$ cat src/rtl/dsf_pkg.sv
package dsf_pkg;
    localparam int CODE_W = 12;
    localparam int CMD_W  = 4;
    localparam int WORD_W = CMD_W + CODE_W;
    localparam int CNT_W  = $clog2(WORD_W + 1);
    localparam int N_CH   = 2;

    typedef logic [CODE_W-1:0] code_t;

    typedef enum logic [CMD_W-1:0] {
        OP_NOP       = 4'h0,
        OP_LDUPD_A   = 4'h1,
        OP_LDUPD_B   = 4'h2,
        OP_READ_A    = 4'h3,
        OP_READ_B    = 4'h4,
        OP_WRIN_A    = 4'h5,
        OP_WRIN_B    = 4'h6,
        OP_UPD_ALL   = 4'h7,
        OP_LDUPD_ALL = 4'h8,
        OP_CHAIN_TGL = 4'h9,
        OP_EDGE_RISE = 4'hA,
        OP_EDGE_FALL = 4'hB
    } op_e;

    typedef struct packed {
        logic [CMD_W-1:0] op;
        code_t            data;
    } word_t;

    // Decoded effect of one executed word.
    typedef struct packed {
        logic [N_CH-1:0] wr_in;     // write staging register
        logic [N_CH-1:0] ld_dac;    // write output register with word data
        logic [N_CH-1:0] xfer;      // copy staging into output
        logic [N_CH-1:0] rd_sel;    // readback source
        logic            chain_tgl;
        logic            edge_set;
        logic            edge_rise;
    } act_t;

    function automatic act_t decode_word(input word_t w);
        act_t a;
        a = '0;
        case (w.op)
            OP_LDUPD_A:   begin a.wr_in[0] = 1'b1; a.ld_dac[0] = 1'b1; end
            OP_LDUPD_B:   begin a.wr_in[1] = 1'b1; a.ld_dac[1] = 1'b1; end
            OP_READ_A:    a.rd_sel[0] = 1'b1;
            OP_READ_B:    a.rd_sel[1] = 1'b1;
            OP_WRIN_A:    a.wr_in[0] = 1'b1;
            OP_WRIN_B:    a.wr_in[1] = 1'b1;
            OP_UPD_ALL:   a.xfer = '1;
            OP_LDUPD_ALL: begin a.wr_in = '1; a.ld_dac = '1; end
            OP_CHAIN_TGL: a.chain_tgl = 1'b1;
            OP_EDGE_RISE: begin a.edge_set = 1'b1; a.edge_rise = 1'b1; end
            OP_EDGE_FALL: a.edge_set = 1'b1;
            default:      a = '0;
        endcase
        return a;
    endfunction
endpackage

$ cat src/rtl/dsf_edge_det.sv
module dsf_edge_det (
    input  logic clk,
    input  logic rst,
    input  logic sclk,
    input  logic sync_n,
    input  logic rise_mode,
    output logic cap_edge,
    output logic launch_edge,
    output logic sync_rise,
    output logic sync_fall
);
    logic sclk_q;
    logic sync_q;
    logic sclk_up;
    logic sclk_dn;

    always_ff @(posedge clk) begin
        if (rst) begin
            sclk_q <= 1'b1;
            sync_q <= 1'b1;
        end else begin
            sclk_q <= sclk;
            sync_q <= sync_n;
        end
    end

    assign sclk_up     = sclk & ~sclk_q;
    assign sclk_dn     = ~sclk & sclk_q;
    assign cap_edge    = rise_mode ? sclk_up : sclk_dn;
    assign launch_edge = rise_mode ? sclk_dn : sclk_up;
    assign sync_rise   = sync_n & ~sync_q;
    assign sync_fall   = ~sync_n & sync_q;
endmodule

$ cat src/rtl/dsf_frame_rx.sv
module dsf_frame_rx
    import dsf_pkg::*;
(
    input  logic              clk,
    input  logic              rst,
    input  logic              sdin,
    input  logic              sync_n,
    input  logic              cap_edge,
    input  logic              launch_edge,
    input  logic              sync_rise,
    input  logic              sync_fall,
    input  logic              chain_mode,
    input  logic              ld_rb,
    input  logic [WORD_W-1:0] rb_word,
    output logic              exec_vld,
    output logic [WORD_W-1:0] exec_word,
    output logic [CNT_W-1:0]  bit_cnt,
    output logic              sdo
);
    localparam logic [CNT_W-1:0] CNT_FULL = CNT_W'(WORD_W);
    localparam logic [CNT_W-1:0] CNT_LAST = CNT_W'(WORD_W - 1);

    logic [WORD_W-1:0] shreg;
    logic [WORD_W-1:0] shifted;
    logic [CNT_W-1:0]  cnt;
    logic              done;
    logic              sdo_q;
    logic              rb_req;
    logic              rb_active;
    logic              shift_en;
    logic              exec_sa;
    logic              exec_dc;

    assign shift_en = cap_edge && !sync_n && (chain_mode || cnt < CNT_FULL);
    assign shifted  = {shreg[WORD_W-2:0], sdin};
    assign exec_sa  = shift_en && !chain_mode && (cnt == CNT_LAST);
    assign exec_dc  = sync_rise && chain_mode && !done && (cnt == CNT_FULL);

    assign exec_vld  = exec_sa || exec_dc;
    assign exec_word = exec_sa ? shifted : shreg;
    assign bit_cnt   = cnt;
    assign sdo       = sdo_q & (chain_mode | rb_active);

    always_ff @(posedge clk) begin
        if (rst) begin
            shreg     <= '0;
            cnt       <= '0;
            done      <= 1'b0;
            sdo_q     <= 1'b0;
            rb_req    <= 1'b0;
            rb_active <= 1'b0;
        end else begin
            if (sync_fall) begin
                cnt       <= '0;
                done      <= 1'b0;
                sdo_q     <= shreg[WORD_W-1];
                rb_active <= rb_req;
                rb_req    <= 1'b0;
            end
            if (sync_rise) begin
                rb_active <= 1'b0;
            end
            if (shift_en) begin
                shreg <= shifted;
                if (cnt != CNT_FULL) begin
                    cnt <= cnt + 1'b1;
                end
            end
            if (exec_sa) begin
                done <= 1'b1;
            end
            if (launch_edge && !sync_n) begin
                sdo_q <= shreg[WORD_W-1];
            end
            if (ld_rb) begin
                shreg  <= rb_word;
                rb_req <= 1'b1;
            end
        end
    end
endmodule

$ cat src/rtl/dsf_chan_regs.sv
module dsf_chan_regs
    import dsf_pkg::*;
(
    input  logic                         clk,
    input  logic                         rst,
    input  logic                         clr_n,
    input  logic                         ldac_n,
    input  act_t                         act,
    input  code_t                        data,
    output logic [N_CH-1:0][CODE_W-1:0]  dac_o,
    output logic [N_CH-1:0][CODE_W-1:0]  in_o,
    output logic [WORD_W-1:0]            rb_word,
    output logic                         chain_mode,
    output logic                         rise_mode
);
    logic chain_dis;

    for (genvar c = 0; c < N_CH; c++) begin : g_ch
        code_t in_r;
        code_t dac_r;

        always_ff @(posedge clk) begin
            if (rst) begin
                in_r  <= '0;
                dac_r <= '0;
            end else begin
                if (!ldac_n) dac_r <= in_r;
                if (act.xfer[c]) dac_r <= in_r;
                if (act.ld_dac[c]) dac_r <= data;
                if (act.wr_in[c]) in_r <= data;
                if (!clr_n) dac_r <= '0;
            end
        end

        assign dac_o[c] = dac_r;
        assign in_o[c]  = in_r;
    end

    always_comb begin
        rb_word = '0;
        for (int c = 0; c < N_CH; c++) begin
            if (act.rd_sel[c]) begin
                rb_word = rb_word | {{CMD_W{1'b0}}, dac_o[c]};
            end
        end
    end

    always_ff @(posedge clk) begin
        if (rst) begin
            chain_dis <= 1'b0;
            rise_mode <= 1'b0;
        end else begin
            if (act.chain_tgl) chain_dis <= ~chain_dis;
            if (act.edge_set)  rise_mode <= act.edge_rise;
        end
    end

    assign chain_mode = ~chain_dis;
endmodule

$ cat src/rtl/dualdac_serial_front.sv
module dualdac_serial_front
    import dsf_pkg::*;
(
    input  logic              clk,
    input  logic              rst,
    input  logic              sync_n,
    input  logic              sclk,
    input  logic              sdin,
    input  logic              ldac_n,
    input  logic              clr_n,
    output logic              sdo,
    output logic [CODE_W-1:0] code_a,
    output logic [CODE_W-1:0] code_b
);
    logic                        cap_edge;
    logic                        launch_edge;
    logic                        sync_rise;
    logic                        sync_fall;
    logic                        chain_mode;
    logic                        rise_mode;
    logic                        exec_vld;
    logic [WORD_W-1:0]           exec_word;
    logic [CNT_W-1:0]            bit_cnt;
    logic [WORD_W-1:0]           rb_word;
    logic [N_CH-1:0][CODE_W-1:0] dac_all;
    logic [N_CH-1:0][CODE_W-1:0] in_all;
    act_t                        act;
    word_t                       word_s;

    assign word_s = word_t'(exec_word);
    assign act    = exec_vld ? decode_word(word_s) : '0;

    dsf_edge_det u_edge (
        .clk         (clk),
        .rst         (rst),
        .sclk        (sclk),
        .sync_n      (sync_n),
        .rise_mode   (rise_mode),
        .cap_edge    (cap_edge),
        .launch_edge (launch_edge),
        .sync_rise   (sync_rise),
        .sync_fall   (sync_fall)
    );

    dsf_frame_rx u_rx (
        .clk         (clk),
        .rst         (rst),
        .sdin        (sdin),
        .sync_n      (sync_n),
        .cap_edge    (cap_edge),
        .launch_edge (launch_edge),
        .sync_rise   (sync_rise),
        .sync_fall   (sync_fall),
        .chain_mode  (chain_mode),
        .ld_rb       (|act.rd_sel),
        .rb_word     (rb_word),
        .exec_vld    (exec_vld),
        .exec_word   (exec_word),
        .bit_cnt     (bit_cnt),
        .sdo         (sdo)
    );

    dsf_chan_regs u_regs (
        .clk        (clk),
        .rst        (rst),
        .clr_n      (clr_n),
        .ldac_n     (ldac_n),
        .act        (act),
        .data       (word_s.data),
        .dac_o      (dac_all),
        .in_o       (in_all),
        .rb_word    (rb_word),
        .chain_mode (chain_mode),
        .rise_mode  (rise_mode)
    );

    assign code_a = dac_all[0];
    assign code_b = dac_all[1];
endmodule

$ cat config.mk
export PLATFORM = sky130hd
export DESIGN_NAME = dualdac_serial_front
export DESIGN_NICKNAME = d
export VERILOG_FILES = /design/src/rtl/dsf_pkg.sv /design/src/rtl/dsf_edge_det.sv /design/src/rtl/dsf_frame_rx.sv /design/src/rtl/dsf_chan_regs.sv /design/src/rtl/dualdac_serial_front.sv
export SDC_FILE = /design/constraint.sdc
export NUM_CORES = 1
export LEC_CHECK = 0
export BUFFER_PORTS_ARGS = -buffer_cell sky130_fd_sc_hd__buf_2
export CORE_ASPECT_RATIO = 0.75
export CORE_MARGIN = 3
export CORE_UTILIZATION = 45
export DETAILED_ROUTE_END_ITERATION = 6
export SLEW_MARGIN = 10
export SYNTH_ARGS = -nofsm -noshare
export SYNTH_HDL_FRONTEND = slang
export SYNTH_HIERARCHICAL = 1
export SYNTH_SLANG_ARGS = --single-unit
$ cat constraint.sdc
create_clock -name clk -period 9.6 [get_ports clk]
set_clock_uncertainty 0.1 [all_clocks]
set_input_delay 0.48 -clock clk [delete_from_list [all_inputs] [get_ports clk]]
set_output_delay 0.48 -clock clk [all_outputs]
set_load 0.02 [all_outputs]
==> results of run 1 <==
==> worst min-delay path by stage <==
| stage | startpoint | end | slack (ns) | depth (start not counted) |
|---|---|---|---|---|
| 6_report | sync_n | u_edge/sync_q$_SDFF_PP1_ | 0.29 | 2 |
| 3_5_place_dp | u_rx/rb_req$_SDFFE_PP0P_ | u_rx/rb_req$_SDFFE_PP0P_ | 0.38 | 2 |
| 5_1_grt | sync_n | u_edge/sync_q$_SDFF_PP1_ | 0.29 | 2 |
| 3_3_place_gp | u_regs/g_ch[0].in_r[10]$_SDFFE_PP0P_ | u_regs/g_ch[0].in_r[10]$_SDFFE_PP0P_ | 0.37 | 2 |
| 2_1_floorplan | u_rx/rb_req$_SDFFE_PP0P_ | u_rx/rb_req$_SDFFE_PP0P_ | 0.36 | 2 |
| 4_1_cts | sync_n | u_edge/sync_q$_SDFF_PP1_ | 0.28 | 2 |
==> flip-flops by register name (all words and copies together) (netlist names) <==
name / flops
u_edge/sclk_q: 1
u_edge/sync_q: 1
u_regs/chain_dis: 1
u_regs/g_ch.dac_r: 24
u_regs/g_ch.in_r: 24
u_regs/rise_mode: 1
u_rx/bit_cnt: 5
u_rx/done: 1
u_rx/rb_active: 1
u_rx/rb_req: 1
u_rx/sdo_q: 1
u_rx/shreg: 16
==> cell type report <==
cell class / count / area share
clock buffers: 10 / 0.0517
clock inverters: 5 / 0.0133
inverters: 7 / 0.00568
multi-input cells: 302 / 0.516
flip-flops and latches: 77 / 0.333
well taps: 124 / 0.0335
repair buffers: 39 / 0.0465
==> synthesized netlist by cell type, types with 10 or more instances <==
cell and number:
nor4b_1 24, mux2_2 16, a311oi_1 16, a22o_1 12, nor2_1 47, a211oi_2 20, nand3_1 17, mux2i_1 51
o21ai_0 17, clkbuf_1 23, dfxtp_1 77, buf_2 10
==> logic make-up after synthesis <==
kind of cell             count (synthesis)  share of synthesized area
other                                    1                   0.000898
flip-flops                              77                      0.369
multiplexers                            68                      0.169
AND/OR/NAND/NOR                        136                      0.204
XOR/XNOR                                 3                    0.00630
adder cells (fa/ha/maj)                  3                    0.00899
AO/OA/AOI/OAI                           88                      0.178
buffers and inverters                   51                     0.0641
==> through the flow <==
step / utilization / total power (W) / setup slack [ns] / cells / hold WS, ns
final: 0.529 / 0.000706 / 5.47 / 564 / 0.287
after global routing: 0.529 / 0.000729 / 5.14 / 564 / 0.288
after CTS: 0.529 / 0.000714 / 5.43 / 564 / 0.280
after detailed placement: 0.494 / 0.000372 / 5.18 / 549 / 0.380
after global placement: 0.494 / 0.000371 / 5.22 / 549 / 0.373
after floorplan: - / 0.000363 / 6.13 / 430 / 0.357
==> power by group through the flow <==
stage | Sequential [W] | Combinational, W | Clock, W
global route | 0.000327 | 0.0000414 | 0.000361
floorplan | 0.000337 | 0.0000264 | 0
finish | 0.000327 | 0.0000378 | 0.000341
detailed placement | 0.000334 | 0.0000380 | 0
global placement | 0.000334 | 0.0000377 | 0
CTS | 0.000327 | 0.0000381 | 0.000349
==> layer usage <==
metal	up-vias	wire length (um)	share of wire	GRT usage
li1	1602	-	-	-
met1	1614	4890	0.50	0.275
met2	68	4440	0.45	0.304
met3	6	458	0.046	0.0501
met4	0	63	0.0064	0.0583
met5	-	0	0	0
==> worst max-delay path: cells and delay by family (launching register included) <==
kind,cells,cell delay [ns]
compound gates,2,0.57
buf+inv,1,0.30
flops,1,0.33
simple gates,6,2.01
mux,2,0.71
==> impl_metrics.ini, run 1 <==
[clock_network]
root_buffer = clkbuf_16
cts_tree = built
cts_inserted_buffers = 9
htree_levels = 3
holdBufCountCts = 0
cts_resized = 0
cts_max_path_buffers = 2
clk_pin_slew_ns = 0.06
insertion_delay_ns = 0.34
cts.sinks = 77
post_cts_buffers = 0

[setup_path]
r2r_cells = 11
cp-end-kind = flip-flop
crit_fanout = 24
crit_chain = nand2b_4, mux2i_1, nand2b_4, nor4b_4, buf_4, mux2_2, or2b_1, nor2_1, a22o_1, nor2_1, a311oi_1
cp.arrival_ns = 4.27
crit_slowest_cell = nor2_1
crit_type = flip-flop to flip-flop
startpoint = u_edge/sclk_q$_SDFF_PP1_
critPathLaunchType = flip-flop
crit_required_ns = 9.74
crit_end = u_rx/shreg[4]$_SDFFE_PP0P_
reg2reg_to = u_rx/shreg[4]$_SDFFE_PP0P_
r2r_start = u_edge/sclk_q$_SDFF_PP1_
r2r_slack_ns = 5.47
max_stage_delay_ns = 0.70

[pwr]
p_int_w = 0.000544
swShare = 0.229
power_frac_seq = 0.463
power_frac_comb = 0.054
p_per_area_nw_per_um2 = 153
switchingPower_w = 0.000162
irDropWorstVdd_v = 0.000112
clockPowerShare = 0.483
p_leak_nw = 1.53

[floorplan]
io_pins = 32
fp-row-count = 29
initial_core_util = 0.477
dieArea_um2 = 10500
dieWidth_um = 117
core_um2 = 8740
chipHeight_um = 89.4

[drt]
post_drt_wl_per_cell_um = 17.5
drc = 0
ant_nets = 0
drt_iter0_drc = 163
first_pass_iters = 4
viasPerCell = 5.83
routed_wl_um = 9860
vias = 3290

[placement]
hpwl_um = 6290
dpl_cell_area_um2 = 4320
place_congestion = 0.805
io_buffers = 31

[logic_synthesis]
synth-edff-count = 0
synthArstFlopShare = 0
synth_top_flop_cell = dfxtp_1
synth.distinct_cells = 50
ys_seq_elements = 77
synthesis.area_um2 = 4170
synthCells = 427
synth_area_leaders = dfxtp_1 37%, mux2i_1 12%, a211oi_2 6.0%, nor4b_1 5.0%, mux2_2 4.3%
yosysTopAreaCellShare = 0.369
syn-mean-instance-area_um2 = 9.78
synth-seq-area-share = 0.369
yosysTopAreaCell = dfxtp_1
yosysWarnings = 6

[layout]
finalInstanceArea_um2 = 4620
syn_to_final_growth_pct = 10.8
fillers = 811
layout-drive-gt1-share = 0.234
multi_input_area_um2 = 2390
layout.nets = 446
n_antenna_cell = 0
seqCellArea_um2 = 1540
layout_commonest_cell = dfxtp_1
final_cell_mix = 77 x dfxtp_1, 51 x mux2i_1, 47 x nor2_1

[timing]
timing.setup.tns_ns = 0
setup_viol = 0
hold_viol_final = 0
clock.fmax_mhz = 242
rsz0062_at_grt = false
relSlewSlack = 0.347
period_minus_slack_ns = 4.13
fin_crit_sh = 0.430
worstMarginPinSlew_ns = 0.980
slew_violations = 0

[outcome]
status = finished clean

[grt]
grt_max_degree = 56
grt_overflow = 0
grt_use_total = 0.198
grt_pass1_wl_um = 16100
antenna_found_initial = 0
grt_pass1_vias = 3094

[job]
maxCapViolCount = 0

[min_path]
hold_class = primary input to flip-flop
Power figures use the tool's default switching activity.
==> run 2, diff against run 1 <==
==> constraint.sdc (replaced) <==
create_clock -name clk -period 3.7 [get_ports clk]
set_clock_uncertainty 0.1 [all_clocks]
set_input_delay 0.185 -clock clk [delete_from_list [all_inputs] [get_ports clk]]
set_output_delay 0.185 -clock clk [all_outputs]
set_load 0.02 [all_outputs]
==> impl_metrics.ini, run 2 (same netlist as run 1, synthesis figures left out) <==
[layout]
reg.largest.list = u_regs/g_ch.dac_r (24), u_regs/g_ch.in_r (24), u_rx/shreg (16)
fillers = 786
final_cells = 573
n_antenna_cell = 0
utilization = 0.538
layout-drive-gt1-share = 0.243
layout_commonest_cell = dfxtp_1
syn_to_final_growth_pct = 12.6
layout.nets = 454
finalInstanceArea_um2 = 4700
final_cell_mix = 77 x dfxtp_1, 51 x mux2i_1, 47 x nor2_1

[pwr]
p_leak_nw = 1.59
power_frac_seq = 0.455
power_frac_comb = 0.055
switchingPower_w = 0.000414
clockPowerShare = 0.491
swShare = 0.222
p_per_area_nw_per_um2 = 397
irDropWorstVdd_v = 0.000302
p_int_w = 0.00145

[setup_path]
crit_required_ns = 3.79
cp.arrival_ns = 3.48
cp-end-kind = flip-flop
crit_family = buffers and inverters
crit_buf_inv = 4
critPathLaunchType = primary input
crit_chain = dlygate4sd3_1, buf_2, nand2b_4, mux2i_1, nand2b_4, nor4b_4, mux2_2, buf_4, or3b_1, a21oi_1, buf_4, mux2i_1, nor2_1
crit_type = primary input to flip-flop
crit_slowest_cell = dlygate4sd3_1
crit_fanout = 12
max_stage_delay_ns = 0.54

[drt]
vias = 3334
post_drt_wl_per_cell_um = 18.2
ant_nets = 0
routed_wl_um = 10400
drt_iter0_drc = 152
viasPerCell = 5.82
first_pass_iters = 4
drc = 0

[timing]
relSlewSlack = 0.426
setup_viol = 0
clock.fmax_mhz = 294
timing.setup.tns_ns = 0
finalWorstSetupSlack_ns = 0.303
period_minus_slack_ns = 3.40
fin_crit_sh = 0.918
hold_viol_final = 0
worstMarginPinSlew_ns = 0.862
slew_violations = 0
rsz0062_at_grt = false

[floorplan]
initial_core_util = 0.477
dieArea_um2 = 10500
fp-row-count = 29
dieWidth_um = 117
chipHeight_um = 89.4
core_um2 = 8740
io_pins = 32

[clock_network]
cts_inserted_buffers = 9
cts_tree = built
insertion_delay_ns = 0.33
cts_resized = 0
root_buffer = clkbuf_16
holdBufCountCts = 1
htree_levels = 3
clk_pin_slew_ns = 0.06
cts_max_path_buffers = 2
post_cts_buffers = 0
cts.sinks = 77

[grt]
antenna_found_initial = 0
grt_pass1_vias = 3121
grt_pass1_wl_um = 16400
grt_use_total = 0.204
grt_overflow = 0
grt_max_degree = 43

[placement]
hpwl_um = 6620
dpl_cell_area_um2 = 4370
io_buffers = 31
dp_slack_ns = 0.475
dp.cells = 555
place_congestion = 0.759

[job]
maxCapViolCount = 0

[outcome]
status = finished clean

[min_path]
hold_class = primary input to flip-flop
==> run 2: cell types whose count changed in the layout (fill, tap and decap cells not counted) <==
cell,previous run,this run
clkbuf_1,0,1
dlygate4sd3_1,0,2
clkbuf_8,1,3
clkinv_2,0,1
clkinvlp_4,3,1
clkinv_4,1,0
buf_4,8,14
==> run 2: stage by stage <==
step	total power, W	hold slack (ns)
4_1_cts	0.00189	0.000162
3_5_place_dp	0.000969	0.334
6_report	0.00187	0.0605
5_1_grt	0.00193	0.0581
3_3_place_gp	0.000967	0.329
2_1_floorplan	0.000942	0.182
==> run 2: tightest hold or removal path: cells and delay by family <==
family | cells | cell delay (ns)
and+or+nand+nor | 1 | 0.06
buffers and inverters | 1 | 0.11
AOI/OAI and AO/OA | 1 | 0.08
==> run 2: routing by layer <==
layer,track usage,vias to the layer above,part of all wire
met4,0.0563,0,0.0094
li1,-,1619,-
met3,0.0480,10,0.053
met2,0.319,72,0.45
met5,0,-,0
met1,0.282,1633,0.49
==> run 2: final cells by class <==
| type | count | area, um2 | area share |
|---|---|---|---|
| multi-input combinational | 302 | 2390 | 0.507 |
| inverter | 7 | 26.3 | 0.00559 |
| timing repair buffer | 47 | 280 | 0.0596 |
| clock inverter | 3 | 42.5 | 0.00905 |
| tap | 124 | 155 | 0.0330 |
| clock buffer | 13 | 270 | 0.0575 |
| sequential | 77 | 1540 | 0.328 |
==> run 2: final timing paths <==
path                                            start                                   to  slack [ns]  cells past startpoint
setup / recovery                                 sclk  u_regs/g_ch[1].in_r[6]$_SDFFE_PP0P_        0.30                     13
hold / removal                                   sdin           u_rx/shreg[0]$_SDFFE_PP0P_        0.06                      3
hold reg to reg   u_regs/g_ch[1].in_r[0]$_SDFFE_PP0P_  u_regs/g_ch[1].in_r[0]$_SDFFE_PP0P_        0.39                      2
setup reg to reg             u_edge/sclk_q$_SDFF_PP1_  u_regs/g_ch[1].in_r[6]$_SDFFE_PP0P_        0.47                     11
==> run 2: power groups by stage <==
stage               sequential [W]  combinational (W)  clock, W
finish                    0.000849           0.000102  0.000916
global route              0.000849           0.000111  0.000970
CTS                       0.000849           0.000102  0.000935
detailed placement        0.000867           0.000102         0
global placement          0.000866           0.000101         0
floorplan                 0.000874          0.0000685         0
